### src/rtl/fpas_pkg.sv
package fpas_pkg;
    parameter int EXP_W  = 8;
    parameter int FRAC_W = 23;

    localparam int WORD_W = 1 + EXP_W + FRAC_W;
    localparam int MANT_W = FRAC_W + 1;
    localparam int SUM_W  = MANT_W + 1;
    localparam int LZ_W   = $clog2(MANT_W + 1);
    localparam int XEXP_W = EXP_W + 2;
    localparam int SGN_B  = WORD_W - 1;
    localparam logic [EXP_W-1:0] EXP_MAX = '1;

    typedef logic [3:0] stat_t;
    localparam stat_t ST_NORMAL = 4'b0000;
    localparam stat_t ST_OVF    = 4'b0001;
    localparam stat_t ST_UNF    = 4'b0010;
    localparam stat_t ST_ZERO   = 4'b0100;

    // stage 1: zero detection
    typedef struct packed {
        logic              vld;
        logic              sub;
        logic [WORD_W-1:0] a;
        logic [WORD_W-1:0] b;
        logic              za;
        logic              zb;
    } zs_t;

    // stage 2: hidden bit and alignment
    typedef struct packed {
        logic              vld;
        logic              sa;
        logic              sb;
        logic [EXP_W-1:0]  ex;
        logic [MANT_W-1:0] ma;
        logic [MANT_W-1:0] mb;
        logic              za;
        logic              zb;
        logic [WORD_W-1:0] a;
        logic [WORD_W-1:0] b;
    } al_t;

    // stage 3: magnitude arithmetic
    typedef struct packed {
        logic              vld;
        logic              byp;
        logic [WORD_W-1:0] byp_w;
        logic              sgn;
        logic [EXP_W-1:0]  ex;
        logic [SUM_W-1:0]  m;
    } ar_t;

    // stage 4: packed output
    typedef struct packed {
        logic              vld;
        logic [WORD_W-1:0] res;
        stat_t             st;
    } nm_t;

    function automatic logic [LZ_W-1:0] lead_zeros(input logic [MANT_W-1:0] m);
        logic [LZ_W-1:0] n;
        logic            seen;
        n    = '0;
        seen = 1'b0;
        for (int i = MANT_W - 1; i >= 0; i--) begin
            if (m[i]) seen = 1'b1;
            else if (!seen) n = n + LZ_W'(1);
        end
        return n;
    endfunction
endpackage

### src/rtl/fpas_st_zero.sv
module fpas_st_zero
    import fpas_pkg::*;
(
    input  logic              clk,
    input  logic              rst_n,
    input  logic              en,
    input  logic              in_valid,
    input  logic              sub_sel,
    input  logic [WORD_W-1:0] opa,
    input  logic [WORD_W-1:0] opb,
    output zs_t               zs_o
);
    zs_t zs_d, zs_q;

    always_comb begin
        zs_d     = zs_q;
        zs_d.vld = in_valid;
        if (in_valid) begin
            zs_d.sub = sub_sel;
            zs_d.a   = opa;
            zs_d.b   = opb;
            zs_d.za  = (opa[SGN_B-1 -: EXP_W] == '0);
            zs_d.zb  = (opb[SGN_B-1 -: EXP_W] == '0);
        end
    end

    always_ff @(posedge clk or negedge rst_n) begin
        if (!rst_n)  zs_q <= '0;
        else if (en) zs_q <= zs_d;
    end

    assign zs_o = zs_q;
endmodule

### src/rtl/fpas_st_align.sv
module fpas_st_align
    import fpas_pkg::*;
(
    input  logic clk,
    input  logic rst_n,
    input  logic en,
    input  zs_t  zs_i,
    output al_t  al_o
);
    al_t al_d, al_q;

    always_comb begin
        logic [EXP_W-1:0]  ea, eb;
        logic [MANT_W-1:0] ma, mb;
        logic              sb_eff;
        ea     = zs_i.a[SGN_B-1 -: EXP_W];
        eb     = zs_i.b[SGN_B-1 -: EXP_W];
        ma     = {~zs_i.za, zs_i.a[FRAC_W-1:0]};
        mb     = {~zs_i.zb, zs_i.b[FRAC_W-1:0]};
        sb_eff = zs_i.b[SGN_B] ^ zs_i.sub;

        al_d     = al_q;
        al_d.vld = zs_i.vld;
        if (zs_i.vld) begin
            al_d.sa = zs_i.a[SGN_B];
            al_d.sb = sb_eff;
            al_d.za = zs_i.za;
            al_d.zb = zs_i.zb;
            al_d.a  = zs_i.a;
            al_d.b  = {sb_eff, zs_i.b[SGN_B-1:0]};
            if (ea >= eb) begin
                al_d.ex = ea;
                al_d.ma = ma;
                al_d.mb = mb >> (ea - eb);
            end else begin
                al_d.ex = eb;
                al_d.ma = ma >> (eb - ea);
                al_d.mb = mb;
            end
        end
    end

    always_ff @(posedge clk or negedge rst_n) begin
        if (!rst_n)  al_q <= '0;
        else if (en) al_q <= al_d;
    end

    assign al_o = al_q;
endmodule

### src/rtl/fpas_st_arith.sv
module fpas_st_arith
    import fpas_pkg::*;
(
    input  logic clk,
    input  logic rst_n,
    input  logic en,
    input  al_t  al_i,
    output ar_t  ar_o
);
    ar_t ar_d, ar_q;

    always_comb begin
        ar_d     = ar_q;
        ar_d.vld = al_i.vld;
        if (al_i.vld) begin
            ar_d.byp = al_i.za | al_i.zb;
            if (al_i.za && al_i.zb) ar_d.byp_w = '0;
            else if (al_i.za)       ar_d.byp_w = al_i.b;
            else                    ar_d.byp_w = al_i.a;
            ar_d.ex = al_i.ex;
            if (al_i.sa == al_i.sb) begin
                ar_d.m   = {1'b0, al_i.ma} + {1'b0, al_i.mb};
                ar_d.sgn = al_i.sa;
            end else if (al_i.ma >= al_i.mb) begin
                ar_d.m   = {1'b0, al_i.ma - al_i.mb};
                ar_d.sgn = al_i.sa;
            end else begin
                ar_d.m   = {1'b0, al_i.mb - al_i.ma};
                ar_d.sgn = al_i.sb;
            end
        end
    end

    always_ff @(posedge clk or negedge rst_n) begin
        if (!rst_n)  ar_q <= '0;
        else if (en) ar_q <= ar_d;
    end

    assign ar_o = ar_q;
endmodule

### src/rtl/fpas_st_norm.sv
module fpas_st_norm
    import fpas_pkg::*;
(
    input  logic clk,
    input  logic rst_n,
    input  logic en,
    input  ar_t  ar_i,
    output nm_t  nm_o
);
    nm_t nm_d, nm_q;

    always_comb begin
        logic [XEXP_W-1:0] xe;
        logic [FRAC_W-1:0] fr;
        logic [LZ_W-1:0]   lz;
        xe = '0;
        fr = '0;
        lz = '0;

        nm_d     = nm_q;
        nm_d.vld = ar_i.vld;
        if (ar_i.vld) begin
            if (ar_i.byp) begin
                nm_d.res = ar_i.byp_w;
                nm_d.st  = (ar_i.byp_w[SGN_B-1:0] == '0) ? ST_ZERO : ST_NORMAL;
            end else if (ar_i.m == '0) begin
                nm_d.res = '0;
                nm_d.st  = ST_ZERO;
            end else begin
                if (ar_i.m[SUM_W-1]) begin
                    // carry out: becomes new hidden bit
                    xe = {2'b00, ar_i.ex} + XEXP_W'(1);
                    fr = FRAC_W'(ar_i.m >> 1);
                end else begin
                    lz = lead_zeros(ar_i.m[MANT_W-1:0]);
                    xe = {2'b00, ar_i.ex} - XEXP_W'(lz);
                    fr = FRAC_W'(ar_i.m[MANT_W-1:0] << lz);
                end
                if (xe[XEXP_W-1] || xe == '0) begin
                    nm_d.res = {ar_i.sgn, {(WORD_W-1){1'b0}}};
                    nm_d.st  = ST_UNF;
                end else if (xe >= {2'b00, EXP_MAX}) begin
                    nm_d.res = {ar_i.sgn, EXP_MAX, {FRAC_W{1'b0}}};
                    nm_d.st  = ST_OVF;
                end else begin
                    nm_d.res = {ar_i.sgn, xe[EXP_W-1:0], fr};
                    nm_d.st  = ST_NORMAL;
                end
            end
        end
    end

    always_ff @(posedge clk or negedge rst_n) begin
        if (!rst_n)  nm_q <= '0;
        else if (en) nm_q <= nm_d;
    end

    assign nm_o = nm_q;
endmodule

### src/rtl/fpas_top.sv
module fpas_top
    import fpas_pkg::*;
(
    input  logic              clk,
    input  logic              rst_n,
    input  logic              en,
    input  logic              in_valid,
    input  logic              sub_sel,
    input  logic [WORD_W-1:0] opa,
    input  logic [WORD_W-1:0] opb,
    output logic              out_valid,
    output logic [WORD_W-1:0] result,
    output logic [3:0]        status
);
    zs_t zs;
    al_t al;
    ar_t ar;
    nm_t nm;

    fpas_st_zero u_zero (
        .clk(clk), .rst_n(rst_n), .en(en), .in_valid(in_valid),
        .sub_sel(sub_sel), .opa(opa), .opb(opb), .zs_o(zs)
    );

    fpas_st_align u_align (
        .clk(clk), .rst_n(rst_n), .en(en), .zs_i(zs), .al_o(al)
    );

    fpas_st_arith u_arith (
        .clk(clk), .rst_n(rst_n), .en(en), .al_i(al), .ar_o(ar)
    );

    fpas_st_norm u_norm (
        .clk(clk), .rst_n(rst_n), .en(en), .ar_i(ar), .nm_o(nm)
    );

    assign out_valid = nm.vld;
    assign result    = nm.res;
    assign status    = nm.st;
endmodule

### config.mk
export PLATFORM = sky130hd
export DESIGN_NAME = fpas_top
export DESIGN_NICKNAME = d
export VERILOG_FILES = /design/src/rtl/fpas_pkg.sv /design/src/rtl/fpas_st_zero.sv /design/src/rtl/fpas_st_align.sv /design/src/rtl/fpas_st_arith.sv /design/src/rtl/fpas_st_norm.sv /design/src/rtl/fpas_top.sv
export SDC_FILE = /design/constraint.sdc
export NUM_CORES = 1
export LEC_CHECK = 0
export ABC_AREA = 1
export BUFFER_PORTS_ARGS = -buffer_cell sky130_fd_sc_hd__buf_2
export CORE_AREA = 3 3 239 217
export DETAILED_ROUTE_END_ITERATION = 6
export DIE_AREA = 0 0 242 220
export GPL_TIMING_DRIVEN = 0
export SLEW_MARGIN = 20
export SYNTH_ARGS = -nofsm -noshare
export SYNTH_HDL_FRONTEND = slang
export SYNTH_SLANG_ARGS = --single-unit
### constraint.sdc
create_clock -name clk -period 15.5 [get_ports clk]
set_input_delay 0 -clock clk [delete_from_list [all_inputs] [get_ports clk]]
set_output_delay 0 -clock clk [all_outputs]
set_load 0.05 [all_outputs]
* Yosys cells after proc, flatten, opt, wreduce, memory -nomap -nowiden
Index checks and enable logic that the tools add are counted.
** Storage, ports and cells
- Register bits :: 298
- Bits of input ports :: 69
- Output and inout bits :: 37
- Logic and storage cells :: 352
** Operators by class
- Add/sub/neg operators :: 30
- Magnitude comparators :: 3
- Eq/ne operators :: 1
- Shift-type cells :: 3
- Muxes and demuxes :: 275
- Bitwise logic cells :: 4
- Reduce and logical (&&, ||, !) cells :: 11
** Operator list (number)
- $mux W5 :: 142
- $mux W1 :: 118
- $add A5 B1 Y5 const B :: 23
- $mux W36 :: 2
- $mux W35 :: 2
- $mux W32 :: 2
- $mux W56 :: 1
- $shr A24 B8 Y24 :: 2
- $sub A24 B24 Y24 :: 2
- $mux W10 :: 4
- $logic_not A31 Y1 :: 1
- $add A24 B24 Y25 :: 1
- $logic_not A25 Y1 :: 1
- $mux W25 :: 1
- $ge A24 B24 Y1 :: 1
- $mux W24 :: 1
- $shl A24 B5 Y23 :: 1
- $mux W23 :: 1
- $logic_not A8 Y1 :: 2
- $sub A8 B8 Y8 :: 2
- $ge A10 B8 Y1 const B :: 1
- $logic_not A10 Y1 :: 1
- $add A8 B1 Y9 const B :: 1
- $sub A8 B5 Y9 :: 1
- other kinds (9) :: 13

* Logic depth before layout (Yosys ltp)
- Depth after elaboration :: 176
- Gate-level depth with buffers :: 103
- Gate-level depth less buffers :: 102

* By module
A second synthesis with hierarchy kept.
** Second synthesis, totals
- Cells, all modules :: 4133
- Area total of the unflattened synthesis :: 25873.6 um2
** By module, submodules not included
- fpas_st_arith :: times used 1, cells an instance 1450, area each 8401.8 um2, seq. area each 1701.6 um2
- fpas_st_align :: times used 1, cells an instance 1228, area each 8266.7 um2, seq. area each 3078.0 um2
- fpas_st_norm :: times used 1, cells an instance 1150, area each 6488.7 um2, seq. area each 900.9 um2
- fpas_st_zero :: times used 1, cells an instance 305, area each 2716.4 um2, seq. area each 1701.6 um2

* Worst setup path after synthesis
No wires, ideal clock.
- Path type :: reg-to-reg
- Start point :: register u_arith.ar_q (netlist bit u_arith.ar_o[23])
- End point :: register u_norm.nm_q (netlist bit u_norm.nm_o[19])
- Library setup time :: 77 ps
- Arrival :: 12039 ps
- Data required time :: 15423 ps
- Path slack :: 3384 ps
- Stages on the path, launching flop included :: 97
- Buffers on the path :: 2
- Clock period less this slack :: 12116 ps
- Cells stage by stage :: dfrtp_1 -> inv_1 -> nand2_1 -> inv_1 -> ha_1 -> nand2_1 -> nand3_1 -> nand2_2 -> inv_1 -> ha_1 -> inv_1 -> nand4_1 -> o21ai_0 -> ha_1 -> or2_2 -> nand2_1 -> nand2_1 -> nand2_1 -> [... 61 more ...] -> ha_1 -> nand2_1 -> nor2_1 -> a211oi_1 -> or2_2 -> nand2_1 -> a21oi_1 -> nand2_1 -> o32ai_1 -> xor2_1 -> or2_2 -> o31ai_1 -> nor3_1 -> nand2_1 -> dlygate4sd1_1 -> a21oi_1 -> nand2_1 -> a21oi_1
** On the way
- Word-level cells in the longest chain between the ends :: 176
- Elaborated cells between the ends (all ways) :: 296
- Those cells by class :: 24 x add/sub; 1 x order compare; 1 x shift; 267 x mux; 3 x reduce/logical
** Ends and longest elaborated chain
- start, declared :: line fpas_st_arith.sv:10 : ar_t ar_d, ar_q;
- start signal, assigned :: line fpas_st_arith.sv:36 : else if (en) ar_q <= ar_d;
- $mux W1 :: line fpas_pkg.sv:66 : if (m[i]) seen = 1'b1;
- $mux W5 :: line fpas_st_norm.sv:30 : if (ar_i.m[SUM_W-1]) begin
- $mux W5 :: line fpas_st_norm.sv:26 : end else if (ar_i.m == '0) begin
- $mux W5 :: line fpas_st_norm.sv:23 : if (ar_i.byp) begin
- $mux W5 :: line fpas_st_norm.sv:22 : if (ar_i.vld) begin
- $add A5 B1 Y5 :: line fpas_pkg.sv:67 : else if (!seen) n = n + LZ_W'(1);
- $mux W5 :: line fpas_pkg.sv:67
- $mux W5 :: line fpas_pkg.sv:66
- [... 160 more ...]
- $mux W10 :: line fpas_st_norm.sv:26
- $mux W10 :: line fpas_st_norm.sv:23
- $mux W10 :: line fpas_st_norm.sv:22
- $ge A10 B8 Y1 or $logic_not A10 Y1 (tied branches) :: line fpas_st_norm.sv:42, fpas_st_norm.sv:39
- $mux W35 or $logic_or A1 B1 Y1 (tied branches) :: line fpas_st_norm.sv:42, fpas_st_norm.sv:39
- $mux W35 :: line fpas_st_norm.sv:39 : if (xe[XEXP_W-1] || xe == '0) begin
- $mux W36 * :: line fpas_st_norm.sv:26
- $mux W36 * :: line fpas_st_norm.sv:23
- end signal, assigned :: line fpas_st_norm.sv:55 : else if (en) nm_q <= nm_d;
- end, declared :: line fpas_st_norm.sv:10 : nm_t nm_d, nm_q;
Every way passes the cells marked *; elsewhere a longest branch is shown, timed or not. The select of a mux whose other input is x is not followed.
A chain may end at the register's enable or synchronous reset.

* Worst setup path in the final report
- Start point :: register u_arith.ar_q (netlist bit u_arith.ar_o[23])
- End point :: register u_norm.nm_q (netlist bit u_norm.nm_o[25])
The elaborated chain is that of the path after synthesis.

==> out/summary.md <==
The ratio of routed vias to standard cells was 5.56; the design internal power was 0.00266 W. Static leakage: 12.5 nW. The largest stage delay on the critical path is 490 ps, and the maximum resistive drop on vdd is 0.0953 mV.

The clock net in this run drives a total of 295 sinks. STA classifies the critical path endpoint as a flop. The height of the chip works out to 220 um. In this run the remaining antenna-violating nets after routing total 0. The first-iteration detailed-routing DRC count was 1913; the summed instance area of the synthesized netlist was 0.0222 sq mm.

For the antenna diode count, the log shows 0. The logs give 0 for the initial antenna violation count and 103 for the pin count of the biggest net entering global routing. The first TritonRoute pass finished after 5 iterations. Part of the power in registers: 20.4%.

Clock-pin slew was measured on the worst setup and hold paths at 60 ps. The most frequently used flop master after synthesis was sky130_fd_sc_hd__dfrtp_1. The die is 242 um wide. The fraction of post-synthesis cell area in the top cell type by area is 33.3%, and the count of input and output buffers is 103. In this run, the clock network consumes 13.7% of the power. Detailed placement ended at an HPWL of 69600 um. The measured slew at the worst slew-check pin works out to 1020 ps. The fraction of final layout cells with drive strength greater than 1 is 7.70%, and the distinct cell type count after synthesis is 67. The share of async-settable or async-resettable flops after synthesis was 100%; the post-synthesis instance total was 3265. The tools report the final hold violation count as 0. The tools report the nature of the critical path startpoint as a flop. In the routed design, unresolved DRC markers number 0.

The final weighted congestion of routability-driven global placement came out at 1.01. In this run the worst hold path is classified as in2async. Including well taps, the total number of placed cells is 4042. Worst endpoint data arrival time: 14340 ps. Among all stages on the critical path, the largest delay is contributed by sky130_fd_sc_hd__fa_1.

Hold timing on the final database bottoms out at a slack of 22.8 ps. The total routing resource utilization after global routing is 31.6%. The final number of setup-violating endpoints was 0.

After detailed routing, the average wire length per cell comes to 20.6 um. The library cell used as clock root buffer is sky130_fd_sc_hd__clkbuf_16. The worst pin sits at a relative slew slack of 31.2%. The core outline area is 0.0493 sq mm, and the final cycle utilization of the critical path is 89.8%. The synthesized design contains 0 enable-type register cells. Ranked by total cell area, the synthesized netlist is headed by sky130_fd_sc_hd__dfrtp_1 (33%), sky130_fd_sc_hd__nand2_1 (15%), sky130_fd_sc_hd__o21ai_0 (8.8%). Cells fill 51.7% of the core in the end. The final layout contains routed wiring with a total length of 85900 um. The tools report the startpoint of the worst-slack reg-to-reg timing path as u_arith.ar_o[23]$_DFFE_PN0P_. The die covers 0.0532 sq mm. The worst register-to-register path ends at u_norm.nm_o[25]$_DFFE_PN0P_.

The worst register-to-register path has a depth of 95. The time the final worst path needs with I/O delays and setup was 13910 ps; the number of clock buffers inserted by TritonCTS was 35. Net switching is 55.7% of the power.

In this run the power density over the cells is 235 mW/mm^2. The dominant cell type by area after synthesis was sky130_fd_sc_hd__dfrtp_1. Number of nets in the layout: 3667.

After synthesis, flip-flops and latches occupy 33.3% of the total area. The logs give 560 ps for the clock insertion delay at the later pin of the skew report and 0 ps for the total negative slack. For the worst setup path, the data required time is 15920 ps.

The number of max-slew violations in the final report was 0. The logs give 22300 for the via count of the first global-routing pass and 4176 for the final cell count without fillers. The clock arrives with 20.8 ps of skew.

The max capacitance violation total is 0, and the post-place instance area is 0.0236 sq mm. Setup repair after global routing left no endpoint under its margin. In this run the power spent charging and discharging nets is 0.00334 W.

The area growth from synthesis to layout is 14.9%. For the total overflow reported by the global router, the log shows 0. For this configuration, the core starts out at a cell density of 45.0%. The highest fanout seen on the critical path is 16. After filler insertion, the fill cell instance count of the layout stands at 5071. Of the total power, combinational logic draws 65.9%.

The maximum count of clock buffers along a single path was 3; the number of register bits inferred by synthesis was 295. The critical path class is reg2reg. The run finished with clean final reports. The Yosys step of the flow raised 0 warnings. Counting every net in the synthesized netlist gives 3453. For this run, the top clock speed supported by timing is 71.9 MHz. The average cell area after synthesis is 6.80 sq um. Setup slack on the worst reg-to-reg path comes out at 1590 ps. In this run the count of I/O pins placed on the die edge is 106. The H-tree was split into 2 levels. For this block, the via count after detailed routing is 23200. The first global-routing pass estimated 130000 um of wire. The tools report the row count as 77.

TritonCTS built the clock tree. The most repeated library cell on the critical path is sky130_fd_sc_hd__nand2_1. After routing the design area is 0.0255 sq mm.
metal layers:
layer / vias up / GRT usage (%) / wire length, um
li1: 11200 / - / -
met1: 11000 / 40.6 / 36900
met5: - / 0 / 0
met2: 796 / 53.4 / 39900
met4: 0 / 16.3 / 4840
met3: 190 / 2.99 / 4200
registers in the layout, summed over array words and instances, names as in the netlist:
signal        count
u_align.al_o    123
u_arith.ar_o     68
u_zero.zs_o      68
u_norm.nm_o      36
placed cells by master (no fill, tap or decap), drive strengths merged, types with 5 or more instances in the layout:
| cell | synthesis | routed |
|---|---|---|
| nand4 | 28 | 28 |
| a22oi | 28 | 28 |
| nor4 | 7 | 7 |
| mux2i | 14 | 14 |
| nor3 | 19 | 19 |
| xnor2 | 8 | 8 |
| o22ai | 32 | 32 |
| clkbuf | 131 | 182 |
| o31ai | 12 | 12 |
| ha | 113 | 113 |
| o211ai | 31 | 31 |
| o311ai | 6 | 6 |
| or2 | 13 | 13 |
| o32ai | 5 | 5 |
| o221ai | 32 | 32 |
| nand2 | 938 | 938 |
| a21oi | 227 | 227 |
| fa | 6 | 6 |
| nor2 | 203 | 203 |
| a31oi | 17 | 17 |
| nand3 | 176 | 176 |
| dfrtp | 295 | 295 |
| o21ai | 417 | 417 |
| inv | 403 | 405 |
| clkinv | 9 | 16 |
| dlygate4sd3 | 0 | 70 |
| xor2 | 31 | 31 |
| buf | 22 | 130 |
per-stage QoR:
| step | worst slack, ps | total power, W |
|---|---|---|
| 2_1_floorplan | 3380 | 0.00387 |
| 3_3_place_gp | 1450 | 0.00506 |
| 3_5_place_dp | 1200 | 0.00510 |
| 4_1_cts | 1140 | 0.00595 |
| 5_1_grt | 88.7 | 0.00651 |
| 6_report | 1590 | 0.00601 |
power by group through the flow:
stage	Sequential [W]	Clock, W	Combinational, W
4_1_cts	0.00122	0.000836	0.00390
2_1_floorplan	0.00129	0	0.00258
6_report	0.00123	0.000823	0.00396
3_5_place_dp	0.00123	0	0.00386
5_1_grt	0.00125	0.000866	0.00439
3_3_place_gp	0.00122	0	0.00384
cell type report:
type / instances / area (sq um) / share of cell area [%]
Multi-Input combinational cell: 2401 / 12600 / 49.5
Sequential cell: 295 / 7380 / 28.9
Inverter: 412 / 1550 / 6.07
Timing Repair Buffer: 178 / 1340 / 5.24
Clock buffer: 52 / 1010 / 3.96
Tap cell: 671 / 840 / 3.29
Buffer: 156 / 647 / 2.54
Clock inverter: 11 / 120 / 0.471
worst max-delay path by stage:
stage | from | endpoint | slack, ps | cells past startpoint
floorplan | u_arith.ar_o[23]$_DFFE_PN0P_ | u_norm.nm_o[19]$_DFFE_PN0P_ | 3380 | 96
global placement | u_arith.ar_o[23]$_DFFE_PN0P_ | u_norm.nm_o[26]$_DFFE_PN0P_ | 1450 | 96
detailed placement | u_arith.ar_o[23]$_DFFE_PN0P_ | u_norm.nm_o[21]$_DFFE_PN0P_ | 1200 | 96
CTS | u_arith.ar_o[23]$_DFFE_PN0P_ | u_norm.nm_o[21]$_DFFE_PN0P_ | 1140 | 96
global route | u_arith.ar_o[23]$_DFFE_PN0P_ | u_norm.nm_o[23]$_DFFE_PN0P_ | 90 | 95
finish | u_arith.ar_o[23]$_DFFE_PN0P_ | u_norm.nm_o[25]$_DFFE_PN0P_ | 1590 | 95
worst max-delay path: cells and delay by family, from the launching register on:
| family | cells | cell delay (ps) |
|---|---|---|
| buf+inv | 15 | 1590 |
| compound gates | 13 | 2190 |
| simple gates | 53 | 5520 |
| flops | 1 | 470 |
| fa+ha+maj | 14 | 3960 |
cells by family after synthesis:
kind of cell    count (synthesis)  synth area share [%]
compound gates                834                  21.2
xor+xnor                       39                  1.54
fa+ha+maj                     119                  6.91
buf+inv                       569                  9.90
flops                         295                  33.3
mux                            15                 0.682
other cells                     1                0.0169
simple gates                 1393                  26.5
cells in the mapped netlist, types with 32 or more instances:
cell type and number:
sky130_fd_sc_hd__inv_1 377, sky130_fd_sc_hd__o21ai_0 392, sky130_fd_sc_hd__nor2_1 187, sky130_fd_sc_hd__nand3_1 166
sky130_fd_sc_hd__clkbuf_1 131, sky130_fd_sc_hd__ha_1 113, sky130_fd_sc_hd__o221ai_1 32, sky130_fd_sc_hd__nand2_1 916
sky130_fd_sc_hd__o22ai_1 32, sky130_fd_sc_hd__dfrtp_1 295, sky130_fd_sc_hd__a21oi_1 226
what timing repair did:
| action | 4_1_cts | 5_1_grt |
|---|---|---|
| setup endpoints to repair | 0 | 23 |
| hold buffers | 71 | 0 |
| resized for setup | 0 | 1 |
| setup buffers | 0 | 1 |
| hold endpoints to repair | 260 | 0 |
Note: power is estimated with default switching activity, not from simulation.
